$ cat config.mk
export PLATFORM = sky130hd
export DESIGN_NAME = rtc_alarm_match
export DESIGN_NICKNAME = d
export VERILOG_FILES = /design/src/rtl/rtc_alarm_pkg.sv /design/src/rtl/rtc_rst_sync.sv /design/src/rtl/rtc_alarm_field_cmp.sv /design/src/rtl/rtc_alarm_flag.sv /design/src/rtl/rtc_alarm_match.sv
export SDC_FILE = /design/constraint.sdc
export NUM_CORES = 1
export LEC_CHECK = 0
export BUFFER_PORTS_ARGS = -buffer_cell sky130_fd_sc_hd__buf_4
export CORE_AREA = 2 2 39 41
export CTS_CLUSTER_DIAMETER = 80
export DETAILED_ROUTE_END_ITERATION = 8
export DIE_AREA = 0 0 41 43
export GPL_TIMING_DRIVEN = 0
export PLACE_DENSITY = 0.89
export SLEW_MARGIN = 10
export SYNTH_ARGS = -nofsm -noshare
export SYNTH_HDL_FRONTEND = slang
export SYNTH_SLANG_ARGS = --single-unit
$ cat constraint.sdc
create_clock -name clk -period 1.9 [get_ports clk]
set_input_delay 0.19 -clock clk [delete_from_list [all_inputs] [get_ports clk]]
set_output_delay 0.19 -clock clk [all_outputs]
set_load 0.005 [all_outputs]
$ cat src/rtl/rtc_alarm_pkg.sv
package rtc_alarm_pkg;
  localparam int BYTE_W     = 8;
  localparam int NUM_FIELDS = 3;
  localparam logic [1:0] WILD_TAG = 2'b11;

  typedef enum logic [1:0] {
    FLD_SEC = 2'd0,
    FLD_MIN = 2'd1,
    FLD_HR  = 2'd2
  } field_e;

  typedef logic [BYTE_W-1:0] tbyte_t;
endpackage

$ cat src/rtl/rtc_rst_sync.sv
module rtc_rst_sync #(
  parameter int STAGES = 2
) (
  input  logic clk,
  input  logic rst_n,
  output logic rst_sync_n
);
  logic [STAGES-1:0] sync_q;
  logic [STAGES-1:0] sync_d;

  always_comb begin
    sync_d = {sync_q[STAGES-2:0], 1'b1};
  end

  always_ff @(posedge clk or negedge rst_n) begin
    if (!rst_n) begin
      sync_q <= '0;
    end else begin
      sync_q <= sync_d;
    end
  end

  assign rst_sync_n = sync_q[STAGES-1];
endmodule

$ cat src/rtl/rtc_alarm_field_cmp.sv
module rtc_alarm_field_cmp #(
  parameter int W = 8
) (
  input  logic [W-1:0] time_b,
  input  logic [W-1:0] alm_b,
  output logic         hit
);
  logic wild;
  logic same;

  always_comb begin
    wild = (alm_b[W-1:W-2] == rtc_alarm_pkg::WILD_TAG);
    same = (alm_b == time_b);
    hit  = wild | same;
  end

  // a hit on a non-wildcard byte needs an exact match
  always_comb begin
    if (!(alm_b[W-1] & alm_b[W-2])) begin
      a_r5_exact_only: assert (!hit || (alm_b == time_b));
    end
  end
endmodule

$ cat src/rtl/rtc_alarm_flag.sv
module rtc_alarm_flag (
  input  logic clk,
  input  logic rst_n,
  input  logic upd_done,
  input  logic all_hit,
  input  logic rd_stb,
  output logic flag_q
);
  logic set_now;
  logic flag_d;
  logic flag_en;

  always_comb begin
    set_now = upd_done & all_hit;
    flag_en = set_now | rd_stb;
    flag_d  = set_now;
  end

  always_ff @(posedge clk or negedge rst_n) begin
    if (!rst_n) begin
      flag_q <= 1'b0;
    end else if (flag_en) begin
      flag_q <= flag_d;
    end
  end

  a_r2_set_on_match: assert property (@(posedge clk) disable iff (!rst_n)
    (upd_done && all_hit) |=> flag_q);
  a_r6_hold_idle: assert property (@(posedge clk) disable iff (!rst_n)
    (!upd_done && !rd_stb) |=> $stable(flag_q));
  a_r7_clear_on_read: assert property (@(posedge clk) disable iff (!rst_n)
    (rd_stb && !(upd_done && all_hit)) |=> !flag_q);
  a_r3_no_spurious_set: assert property (@(posedge clk) disable iff (!rst_n)
    $rose(flag_q) |-> $past(upd_done && all_hit));
endmodule

$ cat src/rtl/rtc_alarm_match.sv
module rtc_alarm_match #(
  parameter int BYTE_W      = rtc_alarm_pkg::BYTE_W,
  parameter int SYNC_STAGES = 2
) (
  input  logic              clk,
  input  logic              rst_n,
  input  logic              upd_done_i,
  input  logic              flag_rd_i,
  input  logic              alarm_en_i,
  input  logic [BYTE_W-1:0] time_sec_i,
  input  logic [BYTE_W-1:0] time_min_i,
  input  logic [BYTE_W-1:0] time_hr_i,
  input  logic [BYTE_W-1:0] alm_sec_i,
  input  logic [BYTE_W-1:0] alm_min_i,
  input  logic [BYTE_W-1:0] alm_hr_i,
  output logic              alarm_flag_o,
  output logic              alarm_req_o,
  output logic              irq_o
);
  localparam int NF = rtc_alarm_pkg::NUM_FIELDS;

  logic              rst_int_n;
  logic [BYTE_W-1:0] time_v [NF];
  logic [BYTE_W-1:0] alm_v  [NF];
  logic [NF-1:0]     hits;
  logic              all_hit;
  logic              flag_q;
  logic              req_vec;

  rtc_rst_sync #(.STAGES(SYNC_STAGES)) u_rst (
    .clk        (clk),
    .rst_n      (rst_n),
    .rst_sync_n (rst_int_n)
  );

  always_comb begin
    time_v[rtc_alarm_pkg::FLD_SEC] = time_sec_i;
    time_v[rtc_alarm_pkg::FLD_MIN] = time_min_i;
    time_v[rtc_alarm_pkg::FLD_HR]  = time_hr_i;
    alm_v[rtc_alarm_pkg::FLD_SEC]  = alm_sec_i;
    alm_v[rtc_alarm_pkg::FLD_MIN]  = alm_min_i;
    alm_v[rtc_alarm_pkg::FLD_HR]   = alm_hr_i;
  end

  for (genvar g = 0; g < NF; g++) begin : g_cmp
    rtc_alarm_field_cmp #(.W(BYTE_W)) u_cmp (
      .time_b (time_v[g]),
      .alm_b  (alm_v[g]),
      .hit    (hits[g])
    );
  end

  assign all_hit = &hits;

  rtc_alarm_flag u_flag (
    .clk      (clk),
    .rst_n    (rst_int_n),
    .upd_done (upd_done_i),
    .all_hit  (all_hit),
    .rd_stb   (flag_rd_i),
    .flag_q   (flag_q)
  );

  always_comb begin
    req_vec      = flag_q & alarm_en_i;
    alarm_flag_o = flag_q;
    alarm_req_o  = req_vec;
    irq_o        = req_vec;
  end

  a_r9_irq_needs_flag: assert property (@(posedge clk) disable iff (!rst_int_n)
    irq_o |-> (alarm_flag_o && alarm_en_i));
  a_r4_all_wild_sets: assert property (@(posedge clk) disable iff (!rst_int_n)
    (upd_done_i && (&alm_sec_i[BYTE_W-1:BYTE_W-2]) && (&alm_min_i[BYTE_W-1:BYTE_W-2])
     && (&alm_hr_i[BYTE_W-1:BYTE_W-2])) |=> alarm_flag_o);
  a_r8_match_beats_read: assert property (@(posedge clk) disable iff (!rst_int_n)
    (flag_rd_i && upd_done_i && all_hit) |=> alarm_flag_o);
endmodule

# Word-level counts from Yosys, hierarchy flattened
# Index checks and enable logic that the tools add are counted.
# classes
n_reduce_logical	1
eq_ne	6
n_bitwise	6
# ops
operator	n
$eq 8x8->1	3
$eq 2x2->1 const B	3
$or 1x1->1	4
$reduce_and 3->1	1
$and 1x1->1	2
# totals
inputBits	53
output_inout_bits	3
word_cells	15
ff_bits	3

# Longest topological paths before layout
# Gate-level depths: netlist (run 1).
# depth
ltp_word	5
mapped_depth	4
mapped_depth_nobuf	4

# Hierarchy
# A second synthesis (run 1) with hierarchy kept.
# hier_totals
hier_cells	46
area_unflattened_um2	389.1
# by_module_without_submodules
module	n_inst	area_per_inst_um2	seq_area_each_um2	cells_each
rtc_alarm_field_cmp	3	91.3	0.0	12
rtc_rst_sync	1	53.8	50.0	3
rtc_alarm_flag	1	41.3	25.0	4
rtc_alarm_match	1	20.0	0.0	3

# Worst setup path after synthesis (run 1)
# OpenSTA, ideal clock, no wires.
# synth_timing
path_kind	input port to flip-flop
start	input alm_min_i[6]
end	register u_flag.flag_q
t_arrival_ps	975
n_path_buf	0
setup_ps	103
t_required_ps	1797
setup_slack_ps	822
path_stages	4
cell_sequence	xor2_1 > nor4_1 > a22oi_1 > o41ai_2
# synth_between
elab_chain_cells	5
word_cells_on_any_way	6
classes_between	eq/ne (2); bitwise (3); reduce/logical (1)
# synth_rtl
item	line_no	text
start, declared	rtc_alarm_match.sv:14	input logic [BYTE_W-1:0] alm_min_i,
$eq 8x8->1 or $eq 2x2->1 (tied branches)	rtc_alarm_field_cmp.sv:13, rtc_alarm_field_cmp.sv:12	
$or 1x1->1 *	rtc_alarm_field_cmp.sv:14	hit = wild | same;
$reduce_and 3->1 *	rtc_alarm_match.sv:53	assign all_hit = &hits;
$and 1x1->1 *	rtc_alarm_flag.sv:14	set_now = upd_done & all_hit;
$or 1x1->1	rtc_alarm_flag.sv:15	flag_en = set_now | rd_stb;
end signal, assigned	rtc_alarm_flag.sv:23	flag_q <= flag_d;
end, declared	rtc_alarm_flag.sv:7	output logic flag_q
# Every way passes the cells marked *; elsewhere a longest branch is shown, timed or not.
# A chain may end at the register's enable or synchronous reset.

# Worst setup path after layout (run 1)
# layout_timing
start	register u_flag.flag_q
end	output irq_o
# layout_between
elab_chain_cells	1
# layout_rtl
item	line_no	text
$and 1x1->1	rtc_alarm_match.sv:65	req_vec = flag_q & alarm_en_i;
end, declared	rtc_alarm_match.sv:18	output logic irq_o
# No other way between the ends.

==> results.ini, run 1 <==
[final_layout]
post_route_cells_drive_above_1_share=0.588
layout_common_cells=buf_4 (56), xor2_1 (24), nor4_1 (6)
regArea_sq_um=75.1
layout_commonest_cell=buf_4
multi_input_area_sq_um=303
nets=156
fillers=134
area_growth_pct=121
diodes=0

[job]
maxCapViolCount=0

[critical_path]
required_ns=1.71
crit_chain=and2_1 -> buf_4 -> buf_4
cp_common_cell=buf_4
startpoint_type=register
max_stage_delay_ns=0.38
crit_buf_inv=2
timing.setup.critical_path_class=reg -> out
cp_slowest_cell=dfrtp_1
crit_arrival_ns=1.01
worst-path-max-fanout=3
crit_family=flip-flops
endpoint_kind=primary output

[clock_tree]
clock_sinks=3
clkLatencyLatePin_ns=0.24
post-cts-setup-buffers=0
cts_max_level=1
cts_tree=done
postCtsResizedCells=0
clock_tree.root_cell=clkbuf_4
path_clk_slew_ns=0.04
hold_buffers=1
cts.path.max_buffers=2
cts_buffers=3

[yosys]
synth_top_cell_by_area=xor2_1
syn_area_sq_um=389
avgSynthCellArea_sq_um=9.26
yosysSeqAreaShare=0.193
synthTopCellsByArea=xor2_1 (54%), dfrtp_1 (19%), nor4_1 (9.6%)
syn-num-nets=95
ys_ff_latch=3
yosys.cell_types.count=10
yosys_warnings=0
syn_inst=42
synth.top_cell.area_share=0.540

[floorplan]
rows=14
initial_utilization=0.281
die_w_um=41
die-area_sq_um=1760
core-area_sq_um=1380
ios=56
die_h_um=43

[pwr]
seq_power_share=0.211
switchingPower_w=0.0000797
combPwrFrac=0.434
peakVddDrop_v=0.000403
powerDensity_nw_per_um2=373
leakage_nw=0.458
p_int_w=0.000241
power.share.clock=0.355
swShare=0.249

[global_route]
grt_start_max_net_pins=4
antenna_found_initial=0
grtUsageTotal=0.156
grt_pass1_wl_um=1840
grt_pass1_vias=518
grt_overflow=0

[sta]
hold_viol=0
finalSetupViolCount=0
rsz0062_at_grt=no
clock.fmax_mhz=832
setup_ws_ns=0.698
setup_tns_ns=0
post-route-period-util=0.632
finalClockSkew_ns=0.00436
finalCriticalPeriod_ns=1.20
slew_violations=0

[detailed_routing]
wl_per_cell_um=10.2
via_per_inst=4.39
ant_nets=0
route.vias.total=518
dr.pass1.iters=1
wirelength_um=1200
drtIter0Drc=0
drc_errors=0

[placement]
portBuffers=55
dp_slack_ns=0.558
dp_hpwl_um=1070
place_congestion=0.639

[min_path]
hold_path.class=reg -> async

[outcome]
status=complete, no violations

-- registers in the layout, indices dropped and copies added, names as in the netlist --
register / count
u_flag.flag_q: 1
u_rst.sync_q: 2
-- cells in the mapped netlist --
library cell / instances
and2_1: 1
a22oi_1: 3
nand2b_1: 1
conb_1: 1
dfrtp_1: 3
nor4_1: 6
inv_1: 1
buf_4: 1
o41ai_2: 1
xor2_1: 24
-- worst paths after layout --
path,slack (ns),cells after the start,from,to
worst min register to register,0.002,0,u_rst.sync_q[1],u_flag.flag_q
min in group clk,0.23,3,upd_done_i,u_flag.flag_q
worst min-delay path,0.002,0,u_rst.sync_q[1],u_flag.flag_q
worst max-delay path,0.70,3,u_flag.flag_q,irq_o
worst max register to register,1.25,2,u_flag.flag_q,u_flag.flag_q
max in group asynchronous,1.54,2,rst_n,u_rst.sync_q[0]
-- worst register-to-register path, cell delays in order (launching register included) --
cell,delay (ns)
dfrtp_1,0.38
nand2b_1,0.09
o41ai_2,0.07
-- power groups by stage --
| stage | logic [W] | registers (W) | clock network [W] |
|---|---|---|---|
| 6_report | 0.000139 | 0.0000675 | 0.000114 |
| 2_1_floorplan | 0.0000409 | 0.0000682 | 0 |
| 5_1_grt | 0.000153 | 0.0000678 | 0.000123 |
| 4_1_cts | 0.000141 | 0.0000676 | 0.000117 |
| 3_5_place_dp | 0.000139 | 0.0000685 | 0 |
| 3_3_place_gp | 0.000135 | 0.0000683 | 0 |
-- logic make-up (layout without fill, tap and decap cells) --
logic type | Yosys count | after routing | share of synthesized area
buf+inv | 2 | 62 | 0.0289
compound gates | 4 | 4 | 0.0997
flops | 3 | 3 | 0.193
xor+xnor | 24 | 24 | 0.540
simple gates | 8 | 8 | 0.129
other cells | 1 | 1 | 0.00964
-- routing by layer --
layer	global-route usage	up-vias	routed length, um
li1	-	263	-
met1	0.117	220	329
met2	0.316	33	712
met3	0.0157	2	144
met4	0.100	0	17
met5	0	-	0
-- layout make-up --
type | count | area share
multi-input cells | 37 | 0.353
flip-flops and latches | 3 | 0.0875
plain buffers | 1 | 0.00875
clock buffers | 4 | 0.0306
repair buffers | 56 | 0.493
well taps | 16 | 0.0233
inverters | 1 | 0.00437
-- metrics by stage --
stage                     hold WS, ns  area [sq um]  power [W]   util  instances
after detailed placement      -0.0271           822   0.000207  0.594        113
after global routing          0.00845           858   0.000344  0.620        118
after global placement        -0.0276           822   0.000203  0.594        113
after floorplan                -0.106           389   0.000109      -         42
final                         0.00220           858   0.000320  0.620        118
after CTS                     0.00452           858   0.000325  0.620        118
Note: power is estimated with default switching activity, not from simulation.
==> run 2: changes to the inputs <==
--- a/config.mk
+++ b/config.mk
@@ -6,12 +6,12 @@
 export NUM_CORES = 1
 export LEC_CHECK = 0
 export BUFFER_PORTS_ARGS = -buffer_cell sky130_fd_sc_hd__buf_4
-export CORE_AREA = 2 2 39 41
+export CORE_MARGIN = 1.5
+export CORE_UTILIZATION = 26
 export CTS_CLUSTER_DIAMETER = 80
 export DETAILED_ROUTE_END_ITERATION = 8
-export DIE_AREA = 0 0 41 43
 export GPL_TIMING_DRIVEN = 0
-export PLACE_DENSITY = 0.89
+export PLACE_DENSITY = 0.84
 export SLEW_MARGIN = 10
 export SYNTH_ARGS = -nofsm -noshare
 export SYNTH_HDL_FRONTEND = slang
==> constraint.sdc (replaced) <==
create_clock -name clk -period 1.1 [get_ports clk]
set_input_delay 0.11 -clock clk [delete_from_list [all_inputs] [get_ports clk]]
set_output_delay 0.11 -clock clk [all_outputs]
set_load 0.005 [all_outputs]
==> run 2 against run 1 <==
  * Clock power rose by 65%
  * Sequential share of layout area is 0.051 points lower
  * Sequential power rose by 73%
  * Critical path depth rose by 2
  * The flow now finishes with violations (negative hold slack)
  * Routed wire length up 2.4%
  * Setup slack worse by 0.60 ns
  * Flip-flop and latch count is the same
  * Combinational power rose by 75%
  * Highest routed layer is now met3
  * Count of clock-buffer cells in the layout unchanged
  * Global-route usage down 0.32 points
==> results.ini, run 2 (same netlist as run 1, synthesis figures left out) <==
[outcome]
status=finished with violations
violations=negative hold slack

[global_route]
grt_start_max_net_pins=3  ; -1
grtUsageTotal=0.153  ; -0.00321
grt_overflow=0  ; unchanged
grt_pass1_wl_um=2080  ; +13%
antenna_found_initial=0  ; unchanged
grt_pass1_vias=513  ; -0.97%

[critical_path]
cp_slowest_cell=o41ai_2
startpoint_type=input port
crit_arrival_ns=1.13  ; +0.12 ns
crit_family=compound AO/OA/AOI/OAI gates
crit_chain=buf_4 -> xor2_1 -> nor4_1 -> a22oi_1 -> o41ai_2
crit_buf_inv=1  ; -1
worstReg2RegEnd=u_flag.flag_q
required_ns=1.22  ; -0.49 ns
timing.setup.critical_path_class=in -> reg
worst-path-max-fanout=2  ; -1
rrSetupSlack_ns=0.34  ; -0.91 ns
crit_path_end=u_flag.flag_q
crit_path_start=alm_min_i[7]
cp_num_cells=5  ; +2
r2r_cells=3  ; +1
worstReg2RegStart=u_flag.flag_q
max_stage_delay_ns=0.33  ; -0.05 ns
endpoint_kind=register

[sta]
rsz0062_at_grt=no
setup_tns_ns=0  ; unchanged
hold_viol=1  ; +1
slew_violations=0  ; unchanged
holdWs_ns=-0.000361  ; -0.00256 ns
clock.fmax_mhz=994
finalSetupViolCount=0  ; unchanged
finalCriticalPeriod_ns=1.01
finalClockSkew_ns=0.00349  ; -0.000869 ns
post-route-period-util=0.914

[detailed_routing]
drc_errors=0  ; unchanged
route.vias.total=516  ; -0.39%
wirelength_um=1230  ; +2.4%
via_per_inst=4.41  ; +0.47%
dr.pass1.iters=4  ; +3
ant_nets=0  ; unchanged
drtIter0Drc=3  ; +3
wl_per_cell_um=10.5  ; +3.3%

[clock_tree]
clkLatencyLatePin_ns=0.23  ; about the same
clock_tree.root_cell=clkbuf_4
path_clk_slew_ns=0.04  ; about the same
cts_tree=done
clock_sinks=3  ; unchanged
cts.path.max_buffers=2  ; unchanged
cts_buffers=3  ; unchanged
cts_max_level=1  ; unchanged

[final_layout]
regArea_sq_um=75.1  ; unchanged
fin_cells=117  ; -0.85%
max_flop_register=u_rst.sync_q
area_growth_pct=122
diodes=0  ; unchanged
largest_reg_flops=2  ; unchanged
layout_common_cells=buf_4 (55), xor2_1 (24), nor4_1 (6)
nets=156  ; unchanged
post_route_cells_drive_above_1_share=0.598  ; +0.00980
fillers=127  ; -5.2%
reg.largest.list=u_rst.sync_q (2), u_flag.flag_q (1)
multi_input_area_sq_um=305  ; +0.83%
layout_commonest_cell=buf_4

[floorplan]
ios=56  ; unchanged
initial_utilization=0.288  ; +0.00704
die_w_um=41.7  ; +1.7%
rows=13  ; -1
die_h_um=41.7  ; -3.1%
die-area_sq_um=1740  ; -1.4%
core-area_sq_um=1350  ; -2.4%

[placement]
dp_hpwl_um=1100  ; +2.7%
portBuffers=55  ; unchanged
place_congestion=0.624  ; -2.4%
placed_cells=112  ; -0.88%

[job]
maxCapViolCount=0  ; unchanged

[pwr]
peakVddDrop_v=0.000573  ; +42%
leakage_nw=0.460  ; +0.45%
design_power_total_w=0.000548  ; +71%
powerDensity_nw_per_um2=634  ; +70%

[min_path]
hold_path.class=reg -> async

-- run 2: through the flow --
step                      area, sq um   util  setup WS [ns]
after floorplan                   389      -          0.102
after global placement            821  0.608         -0.136
after detailed placement          821  0.608         -0.178
after CTS                         863  0.639         0.0650
after global routing              863  0.639        0.00289
final                             863  0.639         0.0942
-- run 2: timing repair --
action,in CTS,in global routing
endpoints found under the hold margin,2,0
gates resized for setup,2,0
setup buffers,1,0
hold buffers,1,0
endpoints found under the setup margin,1,0
-- run 2: layout make-up --
type,instances,area share
inverter,1,0.00435
sequential,3,0.0870
clock buffer,4,0.0304
tap,15,0.0217
multi-input combinational,37,0.354
timing repair buffer,57,0.503
-- run 2: worst min path at each step --
stage                         start               to  depth (start not counted)
finish              u_rst.sync_q[1]    u_flag.flag_q                          0
global route        u_rst.sync_q[1]    u_flag.flag_q                          0
CTS                 u_rst.sync_q[1]    u_flag.flag_q                          0
detailed placement            rst_n  u_rst.sync_q[1]                          1
global placement              rst_n  u_rst.sync_q[0]                          1
floorplan                     rst_n  u_rst.sync_q[0]                          0
-- run 2: where the power goes --
| part | leakage (nW) | internal, W | switching [W] |
|---|---|---|---|
| Combinational | 0.408 | 0.000165 | 0.0000776 |
| Sequential | 0.0372 | 0.000115 | 0.00000134 |
| Clock | 0.0150 | 0.000136 | 0.0000527 |
-- run 2: worst reg2reg max path, cell delays in order (launching register included) --
cell and delay [ns]:
dfrtp_1 0.37, buf_4 0.14, nand2b_1 0.07, o41ai_2 0.06
-- run 2: metal layers --
layer / part of all wire / track usage / wire, um
met3: 0.097 / 0.0304 / 120
met2: 0.57 / 0.288 / 697
met4: 0 / 0.0774 / 0
met5: 0 / 0 / 0
met1: 0.34 / 0.156 / 416
==> run 3: changes to the inputs <==
--- a/config.mk
+++ b/config.mk
@@ -6,11 +6,12 @@
 export NUM_CORES = 1
 export LEC_CHECK = 0
 export BUFFER_PORTS_ARGS = -buffer_cell sky130_fd_sc_hd__buf_4
+export CORE_ASPECT_RATIO = 1.1
 export CORE_MARGIN = 1.5
 export CORE_UTILIZATION = 26
 export CTS_CLUSTER_DIAMETER = 80
+export CTS_CLUSTER_SIZE = 30
 export DETAILED_ROUTE_END_ITERATION = 8
-export GPL_TIMING_DRIVEN = 0
 export PLACE_DENSITY = 0.84
 export SLEW_MARGIN = 10
 export SYNTH_ARGS = -nofsm -noshare
==> run 3 against run 2 <==
  * The flow now finishes without violations
  * Count of clock-buffer cells in the layout is the same
  * Flip-flop and latch count unchanged
  * Sequential share of layout area decreased by 0.10 points
  * Critical path depth shrank 3
  * Cell area grew 1.2%
  * Final cell count grew 2.6%
  * Clock skew is essentially flat
  * First-iteration DRC count stayed put
  * Routed wire length is 3.2% higher
  * Clock power rose by 9.6%
  * Combinational power up 2%
  * Via count grew 2.9%
  * Critical endpoint is now irq_o
==> results.ini, run 3 (same netlist as run 1, synthesis figures left out) <==
[floorplan]
die_w_um=39.9  ; -4.3%
ios=56  ; unchanged
die-area_sq_um=1740  ; about the same
initial_utilization=0.281  ; -0.00704
rows=14  ; +1
die_h_um=43.6  ; +4.5%
core-area_sq_um=1380  ; +2.5%

[sta]
slew_violations=0  ; unchanged
finalCriticalPeriod_ns=1.03  ; +0.0245 ns
finalClockSkew_ns=0.00375  ; +0.000263 ns
finalSetupViolCount=0  ; unchanged
hold_viol=0  ; -1
post-route-period-util=0.937  ; +0.0223
setup_ws_ns=0.0697  ; -0.0245 ns
clock.fmax_mhz=971  ; -2.4%
rsz0062_at_grt=no

[critical_path]
crit_buf_inv=1  ; unchanged
crit_arrival_ns=0.92  ; -0.21 ns
worst-path-max-fanout=3  ; +1
endpoint_kind=primary output
crit_chain=and2_1 -> buf_4
max_stage_delay_ns=0.39  ; +0.06 ns
crit_family=flip-flops
startpoint_type=register
required_ns=0.99  ; -0.23 ns
cp_slowest_cell=dfrtp_1
timing.setup.critical_path_class=reg -> out

[clock_tree]
clock_sinks=3  ; unchanged
post-cts-setup-buffers=0  ; -1
clock_tree.root_cell=clkbuf_4
postCtsResizedCells=0  ; -2
clkLatencyLatePin_ns=0.24  ; about the same
hold_buffers=1  ; unchanged
cts.path.max_buffers=2  ; unchanged
cts_tree=done
cts_buffers=3  ; unchanged
path_clk_slew_ns=0.04  ; about the same
cts_max_level=1  ; unchanged

[final_layout]
fillers=132  ; +3.9%
finalInstanceArea_sq_um=873  ; +1.2%
multi_input_area_sq_um=303  ; -0.82%
layout_commonest_cell=buf_4
regArea_sq_um=75.1  ; unchanged
diodes=0  ; unchanged
largest_reg_flops=2  ; unchanged
post-route-util=0.631  ; -0.00838
post_route_cells_drive_above_1_share=0.596  ; -0.00189
layout_common_cells=buf_4 (58), xor2_1 (24), nor4_1 (6)
area_growth_pct=124
reg.largest.list=u_rst.sync_q (2), u_flag.flag_q (1)
nets=158  ; +1.3%
max_flop_register=u_rst.sync_q

[min_path]
hold_path.class=reg -> async

[pwr]
peakVddDrop_v=0.000494  ; -14%
combPwrFrac=0.434  ; -0.009
seq_power_share=0.205  ; -0.008
swShare=0.259  ; +0.0184
p_int_w=0.000422  ; +1.5%
switchingPower_w=0.000147  ; +12%
leakage_nw=0.467  ; +1.5%
power.share.clock=0.361  ; +0.017
powerDensity_nw_per_um2=652  ; +2.8%

[job]
maxCapViolCount=0  ; unchanged

[detailed_routing]
via_per_inst=4.43  ; +0.33%
drtIter0Drc=3  ; unchanged
wirelength_um=1270  ; +3.2%
drc_errors=0  ; unchanged
dr.pass1.iters=3  ; -1
ant_nets=0  ; unchanged
wl_per_cell_um=10.6  ; +0.66%
route.vias.total=531  ; +2.9%

[global_route]
grt_pass1_wl_um=1860  ; -11%
grt_pass1_vias=555  ; +8.2%
grt_start_max_net_pins=4  ; +1
grtUsageTotal=0.156  ; +0.00353
grt_overflow=0  ; unchanged
antenna_found_initial=0  ; unchanged

[placement]
dp_slack_ns=-0.137  ; +0.0406 ns
portBuffers=55  ; unchanged
place_congestion=0.577  ; -7.5%
post_dp_cell_area_sq_um=837  ; +2.0%
dp_hpwl_um=1120  ; +1.5%

[outcome]
status=complete, no violations

run 3: worst paths after layout:
path,from,endpoint,slack (ns),depth (start not counted)
min in group clk,flag_rd_i,u_flag.flag_q,0.16,3
max in group asynchronous,rst_n,u_rst.sync_q[1],0.83,2
min,u_rst.sync_q[1],u_flag.flag_q,0.0008,0
min reg2reg,u_rst.sync_q[1],u_flag.flag_q,0.0008,0
max reg2reg,u_flag.flag_q,u_flag.flag_q,0.43,2
max,u_flag.flag_q,irq_o,0.07,2
run 3: worst reg2reg max path: stages (launching register included):
cell and delay, ns:
dfrtp_1 0.39, nand2b_1 0.09, o41ai_2 0.06
run 3: cell type report:
class                           instances  area share
Timing Repair Buffer                   59       0.510
Multi-Input combinational cell         37       0.347
Sequential cell                         3      0.0860
Clock buffer                            4      0.0301
Tap cell                               16      0.0229
Inverter                                1     0.00430
run 3: through the flow:
stage          hold slack [ns]  power (W)  setup TNS [ns]  instances
2_1_floorplan           -0.186   0.000188               0         42
4_1_cts                0.00391   0.000581               0        120
3_5_place_dp            -0.105   0.000365          -0.137        115
5_1_grt                0.00699   0.000610               0        120
3_3_place_gp            -0.106   0.000358         -0.0978        115
6_report              0.000809   0.000570               0        120
run 3: power by group through the flow:
stage / sequential [W] / clock [W] / combinational (W)
6_report: 0.000117 / 0.000206 / 0.000247
5_1_grt: 0.000117 / 0.000225 / 0.000268
4_1_cts: 0.000117 / 0.000213 / 0.000251
3_5_place_dp: 0.000118 / 0 / 0.000247
3_3_place_gp: 0.000118 / 0 / 0.000240
2_1_floorplan: 0.000118 / 0 / 0.0000706
run 3: layer usage:
layer  part of all wire  track usage  up-vias
met4             0.0094       0.0759        0
met5                  0            0        -
li1                   -            -      266
met2               0.59        0.323       33
met3               0.11       0.0513        2
met1               0.29        0.109      230
